**config.mk**
```make
export PLATFORM = sky130hd
export DESIGN_NAME = sram_lane_ctrl
export DESIGN_NICKNAME = d
export VERILOG_FILES = /design/src/rtl/sram_ctrl_pkg.sv /design/src/rtl/sram_lane_mask.sv /design/src/rtl/sram_ctrl_seq.sv /design/src/rtl/sram_lane_ctrl.sv
export SDC_FILE = /design/constraint.sdc
export NUM_CORES = 1
export LEC_CHECK = 0
export ABC_AREA = 1
export BUFFER_PORTS_ARGS = -buffer_cell sky130_fd_sc_hd__buf_2
export CAP_MARGIN = 20
export CORE_MARGIN = 2
export CORE_UTILIZATION = 30
export DETAILED_ROUTE_END_ITERATION = 6
export PLACE_DENSITY = 0.51
export SLEW_MARGIN = 20
export SYNTH_ARGS = -nofsm -noshare
export SYNTH_HDL_FRONTEND = slang
export SYNTH_SLANG_ARGS = --single-unit
```
**constraint.sdc**
```tcl
create_clock -name clk -period 1.8 [get_ports clk]
set_input_delay 0.27 -clock clk [delete_from_list [all_inputs] [get_ports clk]]
set_output_delay 0.27 -clock clk [all_outputs]
set_load 0.005 [all_outputs]
```
**src/rtl/sram_ctrl_pkg.sv**
```systemverilog
package sram_ctrl_pkg;

    typedef enum logic [2:0] {
        ST_IDLE    = 3'd0,
        ST_WSETUP  = 3'd1,
        ST_WPULSE  = 3'd2,
        ST_WHOLD   = 3'd3,
        ST_RSETUP  = 3'd4,
        ST_RWAIT   = 3'd5
    } seq_state_e;

    localparam int LANE_W = 8;

endpackage

```
**src/rtl/sram_lane_mask.sv**
```systemverilog
module sram_lane_mask
    import sram_ctrl_pkg::*;
#(
    parameter int DATA_W = 16
) (
    input  logic [DATA_W-1:0]        data_i,
    input  logic [DATA_W/LANE_W-1:0] be_n_i,
    output logic [DATA_W-1:0]        data_o
);
    localparam int LANES = DATA_W / LANE_W;

    // A lane whose enable is inactive returns zero instead of floating pins
    for (genvar l = 0; l < LANES; l++) begin : g_lane
        assign data_o[l*LANE_W +: LANE_W] =
            be_n_i[l] ? '0 : data_i[l*LANE_W +: LANE_W];
    end
endmodule

```
**src/rtl/sram_ctrl_seq.sv**
```systemverilog
module sram_ctrl_seq
    import sram_ctrl_pkg::*;
#(
    parameter int ADDR_W    = 16,
    parameter int DATA_W    = 16,
    parameter int SETUP_CYC = 1,
    parameter int WE_CYC    = 2,
    parameter int HOLD_CYC  = 1,
    parameter int RD_WAIT   = 3
) (
    input  logic                     clk,
    input  logic                     rst_n,
    input  logic                     req_valid,
    input  logic                     req_write,
    input  logic [ADDR_W-1:0]        req_addr,
    input  logic [DATA_W-1:0]        req_wdata,
    input  logic [DATA_W/LANE_W-1:0] req_be,
    input  logic [DATA_W-1:0]        rd_masked,
    output logic                     ready,
    output logic                     done,
    output logic [DATA_W-1:0]        rdata,
    output logic [ADDR_W-1:0]        addr,
    output logic                     ce_n,
    output logic                     we_n,
    output logic                     oe_n,
    output logic [DATA_W/LANE_W-1:0] be_n,
    output logic [DATA_W-1:0]        dq_out,
    output logic                     dq_oe
);
    localparam int LANES = DATA_W / LANE_W;
    localparam int M1    = (SETUP_CYC > WE_CYC) ? SETUP_CYC : WE_CYC;
    localparam int M2    = (HOLD_CYC > RD_WAIT) ? HOLD_CYC : RD_WAIT;
    localparam int MAXC  = (M1 > M2) ? M1 : M2;
    localparam int CNT_W = $clog2(MAXC + 1);

    localparam logic [CNT_W-1:0] C_SETUP = CNT_W'(SETUP_CYC - 1);
    localparam logic [CNT_W-1:0] C_WE    = CNT_W'(WE_CYC - 1);
    localparam logic [CNT_W-1:0] C_HOLD  = CNT_W'(HOLD_CYC - 1);
    localparam logic [CNT_W-1:0] C_RD    = CNT_W'(RD_WAIT - 1);

    typedef struct packed {
        seq_state_e         st;
        logic [CNT_W-1:0]   cnt;
        logic [ADDR_W-1:0]  addr;
        logic [DATA_W-1:0]  wdata;
        logic [DATA_W-1:0]  rdata;
        logic [LANES-1:0]   be_n;
        logic               ce_n;
        logic               we_n;
        logic               oe_n;
        logic               dq_oe;
        logic               done;
    } seq_reg_t;

    localparam seq_reg_t RST_VAL = '{
        st:    ST_IDLE,
        cnt:   '0,
        addr:  '0,
        wdata: '0,
        rdata: '0,
        be_n:  '1,
        ce_n:  1'b1,
        we_n:  1'b1,
        oe_n:  1'b1,
        dq_oe: 1'b0,
        done:  1'b0
    };

    seq_reg_t r_d, r_q;
    logic     cnt_zero;

    assign cnt_zero = (r_q.cnt == '0);

    always_comb begin
        r_d      = r_q;
        r_d.done = 1'b0;
        unique case (r_q.st)
            ST_IDLE: begin
                if (req_valid) begin
                    r_d.addr  = req_addr;
                    r_d.wdata = req_wdata;
                    r_d.be_n  = ~req_be;
                    r_d.ce_n  = 1'b0;
                    if (req_write) begin
                        r_d.st    = ST_WSETUP;
                        r_d.cnt   = C_SETUP;
                        r_d.dq_oe = 1'b1;
                    end else begin
                        r_d.st    = ST_RSETUP;
                        r_d.cnt   = '0;
                    end
                end
            end
            ST_WSETUP: begin
                if (cnt_zero) begin
                    r_d.st   = ST_WPULSE;
                    r_d.we_n = 1'b0;
                    r_d.cnt  = C_WE;
                end else begin
                    r_d.cnt  = r_q.cnt - CNT_W'(1);
                end
            end
            ST_WPULSE: begin
                if (cnt_zero) begin
                    r_d.st   = ST_WHOLD;
                    r_d.we_n = 1'b1;
                    r_d.cnt  = C_HOLD;
                end else begin
                    r_d.cnt  = r_q.cnt - CNT_W'(1);
                end
            end
            ST_WHOLD: begin
                if (cnt_zero) begin
                    r_d.st    = ST_IDLE;
                    r_d.ce_n  = 1'b1;
                    r_d.be_n  = '1;
                    r_d.dq_oe = 1'b0;
                    r_d.done  = 1'b1;
                end else begin
                    r_d.cnt   = r_q.cnt - CNT_W'(1);
                end
            end
            ST_RSETUP: begin
                r_d.st   = ST_RWAIT;
                r_d.oe_n = 1'b0;
                r_d.cnt  = C_RD;
            end
            ST_RWAIT: begin
                if (cnt_zero) begin
                    r_d.st    = ST_IDLE;
                    r_d.rdata = rd_masked;
                    r_d.ce_n  = 1'b1;
                    r_d.oe_n  = 1'b1;
                    r_d.be_n  = '1;
                    r_d.done  = 1'b1;
                end else begin
                    r_d.cnt   = r_q.cnt - CNT_W'(1);
                end
            end
            default: begin
                r_d = RST_VAL;
            end
        endcase
    end

    always_ff @(posedge clk or negedge rst_n) begin
        if (!rst_n) begin
            r_q <= RST_VAL;
        end else begin
            r_q <= r_d;
        end
    end

    assign ready  = (r_q.st == ST_IDLE);
    assign done   = r_q.done;
    assign rdata  = r_q.rdata;
    assign addr   = r_q.addr;
    assign ce_n   = r_q.ce_n;
    assign we_n   = r_q.we_n;
    assign oe_n   = r_q.oe_n;
    assign be_n   = r_q.be_n;
    assign dq_out = r_q.wdata;
    assign dq_oe  = r_q.dq_oe;
endmodule

```
**src/rtl/sram_lane_ctrl.sv**
```systemverilog
module sram_lane_ctrl
    import sram_ctrl_pkg::*;
#(
    parameter int ADDR_W    = 16,
    parameter int DATA_W    = 16,
    parameter int SETUP_CYC = 1,
    parameter int WE_CYC    = 2,
    parameter int HOLD_CYC  = 1,
    parameter int RD_WAIT   = 3
) (
    input  logic                     clk,
    input  logic                     rst_n,
    input  logic                     req_valid,
    input  logic                     req_write,
    input  logic [ADDR_W-1:0]        req_addr,
    input  logic [DATA_W-1:0]        req_wdata,
    input  logic [DATA_W/8-1:0]      req_be,
    output logic                     req_ready,
    output logic                     rsp_done,
    output logic [DATA_W-1:0]        rsp_rdata,
    output logic [ADDR_W-1:0]        mem_addr,
    output logic                     mem_ce_n,
    output logic                     mem_we_n,
    output logic                     mem_oe_n,
    output logic [DATA_W/8-1:0]      mem_be_n,
    output logic [DATA_W-1:0]        mem_dq_out,
    output logic                     mem_dq_oe,
    input  logic [DATA_W-1:0]        mem_dq_in
);
    logic [DATA_W-1:0] rd_masked;

    sram_lane_mask #(
        .DATA_W (DATA_W)
    ) u_mask (
        .data_i (mem_dq_in),
        .be_n_i (mem_be_n),
        .data_o (rd_masked)
    );

    sram_ctrl_seq #(
        .ADDR_W    (ADDR_W),
        .DATA_W    (DATA_W),
        .SETUP_CYC (SETUP_CYC),
        .WE_CYC    (WE_CYC),
        .HOLD_CYC  (HOLD_CYC),
        .RD_WAIT   (RD_WAIT)
    ) u_seq (
        .clk       (clk),
        .rst_n     (rst_n),
        .req_valid (req_valid),
        .req_write (req_write),
        .req_addr  (req_addr),
        .req_wdata (req_wdata),
        .req_be    (req_be),
        .rd_masked (rd_masked),
        .ready     (req_ready),
        .done      (rsp_done),
        .rdata     (rsp_rdata),
        .addr      (mem_addr),
        .ce_n      (mem_ce_n),
        .we_n      (mem_we_n),
        .oe_n      (mem_oe_n),
        .be_n      (mem_be_n),
        .dq_out    (mem_dq_out),
        .dq_oe     (mem_dq_oe)
    );
endmodule

```
# == Word-level counts from Yosys, hierarchy flattened ==
# Index checks and enable logic that the tools add are counted.
# totals
regBits,60
input_bits,54
output_inout_bits,56
wordCells,76
# op_classes
addsub,1
eq_ne,13
mux,27
bitwise_logic,7
reduce_logical,17
# ops
op,n
$pmux W32 S2,1
$mux W37,1
$pmux W16 S2,1
$pmux W5 S5,1
$mux W19,1
$mux W8,2
$mux W3,5
$pmux W3 S4,1
$reduce_and A4 Y1,3
$reduce_or A4 Y1,3
$ne A2 B1 Y1 const B,5
$reduce_or A5 Y1,2
$pmux W1 S3,3
$mux W2,4
$reduce_and A2 Y1,4
$eq A3 B2 Y1 const B,2
$eq A3 B3 Y1 const B,2
$ne A2 B2 Y1 const B,3
$not A1 Y1,6
$mux W1,5
$mux W5,1
$eq A3 B1 Y1 const B,1
$logic_not A3 Y1,1
$reduce_and A3 Y1,1
other kinds (6),6

# == Longest topological paths before layout ==
# depth
ltp_word,4
mapped_depth,9
depth_no_buf,9

# == Hierarchy ==
# A second synthesis with hierarchy kept.
# hier_totals
hier_cells,466
hier_area_um2,3543.4
# modules_own_cells
module,instances,cells_per_inst,area_per_inst_um2,seq_area_each_um2
sram_ctrl_seq,1,432,3400.8,1507.7
sram_lane_mask,1,34,142.6,0.0

# == Least setup slack after synthesis ==
# No wires, ideal clock.
# synth_path
path_kind,register -> register
start,register u_seq.r_q[59] in the netlist's numbering
end,register u_seq.r_q (netlist bit u_seq.addr[0])
t_arrival_ps,1230
t_required_ps,1683
path_slack_ps,452
stages_incl_launch_ff,9
path_cell_list,dfrtp_1 -> inv_2 -> nand3_1 -> nand2_1 -> inv_2 -> nand3_2 -> buf_2 -> nand2_1 -> nand2_1
# synth_via
elab_chain_len,4
# synth_rtl
element,line_no,text
from (decl),sram_ctrl_seq.sv:69,"seq_reg_t r_d, r_q;"
from (signal assigned),sram_ctrl_seq.sv:150,r_q <= r_d;
$eq A3 B1 Y1 (tied with other cells),sram_ctrl_seq.sv:77,unique case (r_q.st)
$reduce_or A5 Y1 (no source line),-,
$not A1 Y1 (no source line),-,
$reduce_and A2 Y1 (no source line),-,
# Parallel ways exist; a longest one is shown, timed or not.
# A chain may end at the register's enable or synchronous reset.

# == Worst setup path in the final report ==
# layout_path
start,register u_seq.r_q[57] in the netlist's numbering
end,output req_ready
# layout_via
elab_chain_len,1
# layout_rtl
element,line_no,text
$logic_not A3 Y1,sram_ctrl_seq.sv:154,assign ready = (r_q.st == ST_IDLE);
to (decl),sram_lane_ctrl.sv:18,"output logic req_ready,"
# No other way between the ends.

==> out/metrics.yaml <==
finClkSkew_ps: 5.75
io-pin-count: 110
wl_mm: 7.86
synth_nets: 489
cts_buffer_depth: 2
vdd_drop_max_mv: 0.543
synth_compound_area_share_pct: 3.63
synthTopCellsByArea: "dfrtp_1 (42%), nand2_1 (15%), buf_4 (11%), nand4_1 (6.0%), nor2_1 (5.0%)"
tightest_slew_ps: 339
cp.required_ps: 1530
numCtsBuffers: 9
slowest_stage: "dfrtp_1"
switching_share_pct: 43.2
p_int_w: 0.00348
cts_tree: "yes"
dr.pass1.iters: 4
critPathMaxFanout: 7
area_growth_syn_to_layout_pct: 17.4
multi_input_area_mm2: 0.00117
final_hold_viol_count: 0
grt_pass1_vias: 2687
ys_types: 21
ctsRootBufferMaster: "clkbuf_8"
synth.most_common_cell: "nand2_1"
wl_per_cell_um: 12.2
hold_class: "input port to flop"
netlist_instances: 432
fin_setup_tns_ps: 0
row_count: 38
n_fill_cell: 1181
syn_area_per_cell_um2: 7.66
crit_chain: "nor2_4 -> nand2_1 -> inv_2 -> buf_2"
core_mm2: 0.0108
maxSlewViolCount: 0
p_comb_share_pct: 48.0
cpPeakStageDelay_ps: 470
grt_max_degree: 61
die_area_mm2: 0.0119
viasPerCell: 4.35
synthAdderAreaFrac_pct: 1.13
seq_power_share_pct: 33.9
switchingPower_w: 0.00265
ys.flop_type: "dfrtp_1"
worst_slack_ps: 149
synth.area.mux_share_pct: 0
p_leak_nw: 2.27
fin_crit_sh_pct: 91.7
track_usage_pct: 14.0
synth_top_family_by_area: "simple AND/OR/NAND/NOR gates"
setup_viol: 0
final_util_pct: 36.0
yosys_warnings: 0
synth_commonest_cells: "nand2_1 (134), dfrtp_1 (55), buf_4 (50), nor2_1 (44), inv_1 (42)"
htree_levels: 3
synth_area_mm2: 0.00331
finish.net_count: 555
rsz0062_at_grt: "false"
drt_first_iter_violations: 133
antenna_found_initial: 0
synthSimpleGateAreaFrac_pct: 30.5
cts_setup_buffers: 0
critPathCaptureType: "output pin"
layout-drive-gt1-share_pct: 30.9
portBuffers: 109
seq_area_frac_synth_pct: 45.6
antenna_cells: 0
worstSkewPairLatency_ps: 340
place_congestion: 0.814
register_area_mm2: 0.00151
die_height_um: 109
startpoint_type: "flop"
hpwl_mm: 5.59
die_w_um: 109
initial_core_util_pct: 30.7
status: "completed"
clock-sinks: 60
async_flop_share_pct: 100
drc: 0
power.density_mw_per_mm2: 1580
cp.arrival_ps: 1380
grt_pass1_wl_mm: 12.9
fmax_mhz: 606
power.share.clock_pct: 18.1
yosys.area.top_type: "dfrtp_1"
clk_pin_slew_worst_paths_ps: 60
pre_cts_slack_ps: 212
grt_remaining_overflow: 0
synth-seq-cells: 60
synth_xor_area_share_pct: 0
ant_nets: 0
drv_cap: 0
timing.max_slew.rel_slack_pct: 77.4
period_minus_slack_ps: 1650
vias: 2793
synth_top_area_share_pct: 41.6
synth_edf_count: 0
crit_type: "flop to output pin"
==> critical path, delay by kind of cell, from the launching register on <==
family	cells	cell delay, ps
buffers and inverters	2	250
DFF	1	470
and+or+nand+nor	2	320
==> metrics by stage <==
step / hold WS [ps] / power [W] / cells / instance area (µm²)
5_1_grt: 195 / 0.00675 / 642 / 3880
4_1_cts: 164 / 0.00625 / 642 / 3880
3_3_place_gp: 307 / 0.00505 / 626 / 3690
6_report: 180 / 0.00613 / 642 / 3880
2_1_floorplan: -25.6 / 0.00437 / 432 / 3310
3_5_place_dp: 309 / 0.00509 / 626 / 3690
==> sequential cells by signal (all words and copies together), names as in the netlist <==
signal        cells
u_seq.dq_oe       1
u_seq.we_n        1
u_seq.addr       16
u_seq.r_q         5
u_seq.oe_n        1
u_seq.dq_out     16
u_seq.be_n        2
u_seq.ce_n        1
u_seq.rdata      16
u_seq.done        1
==> power groups by stage <==
stage | registers [W] | logic (W) | clock network, W
2_1_floorplan | 0.00204 | 0.00232 | 0
3_3_place_gp | 0.00209 | 0.00295 | 0
3_5_place_dp | 0.00210 | 0.00299 | 0
4_1_cts | 0.00209 | 0.00301 | 0.00115
5_1_grt | 0.00213 | 0.00341 | 0.00121
6_report | 0.00208 | 0.00294 | 0.00111
==> worst paths after layout <==
| check | start | to | slack (ps) | cells past startpoint |
|---|---|---|---|---|
| max | u_seq.r_q[57]$_DFFE_PN0P_ | req_ready | 150 | 4 |
| min | req_be[1] | u_seq.be_n[1]$_DFFE_PN1P_ | 180 | 4 |
| max reg2reg | u_seq.r_q[58]$_DFFE_PN0P_ | u_seq.dq_out[4]$_DFFE_PN0P_ | 180 | 8 |
| min reg2reg | u_seq.addr[0]$_DFFE_PN0P_ | u_seq.addr[0]$_DFFE_PN0P_ | 460 | 2 |
| max in group asynchronous | rst_n | u_seq.we_n$_DFFE_PN1P_ | 1020 | 3 |
| min in group asynchronous | rst_n | u_seq.rdata[12]$_DFFE_PN0P_ | 480 | 3 |
==> layout by cell type, fill, tap and decap left out, types with 2 or more instances in the layout <==
master,n
dfrtp_1,55
clkinv_2,2
nand3_1,13
buf_2,109
nor2_4,2
nor2_1,44
nand2_2,2
inv_2,5
dfstp_2,5
o21ai_0,20
nand4_1,32
buf_12,2
nand3_2,4
clkbuf_8,12
inv_1,41
ha_1,3
nand2_1,134
buf_4,11
==> cell type report <==
class	count	area share, %
Clock inverter	2	0.258
Multi-Input combinational cell	258	30.2
Inverter	46	4.44
Tap cell	140	4.51
Timing Repair Buffer	123	17.5
Sequential cell	60	38.8
Clock buffer	13	4.35
==> layer usage <==
| layer | wire length, µm | global-route usage [%] | up-vias |
|---|---|---|---|
| met2 | 3810 | 21.7 | 51 |
| met4 | 160 | 6.87 | 0 |
| met5 | 0 | 0 | - |
| met3 | 371 | 2.63 | 10 |
| met1 | 3520 | 18.6 | 1301 |
| li1 | - | - | 1431 |
==> cell families (layout without fill, tap and decap cells) <==
logic type,count (synthesis),after routing
AOI/OAI and AO/OA,23,23
DFF,60,60
adders and majority gates,3,3
buffers and inverters,114,184
and+or+nand+nor,232,232
==> timing repair <==
item,in CTS,in global routing
hold buffers,1,0
endpoints found under the setup margin,1,1
gates resized for setup,1,1
hold endpoints to repair,55,0
Note: power is estimated with default switching activity, not from simulation.
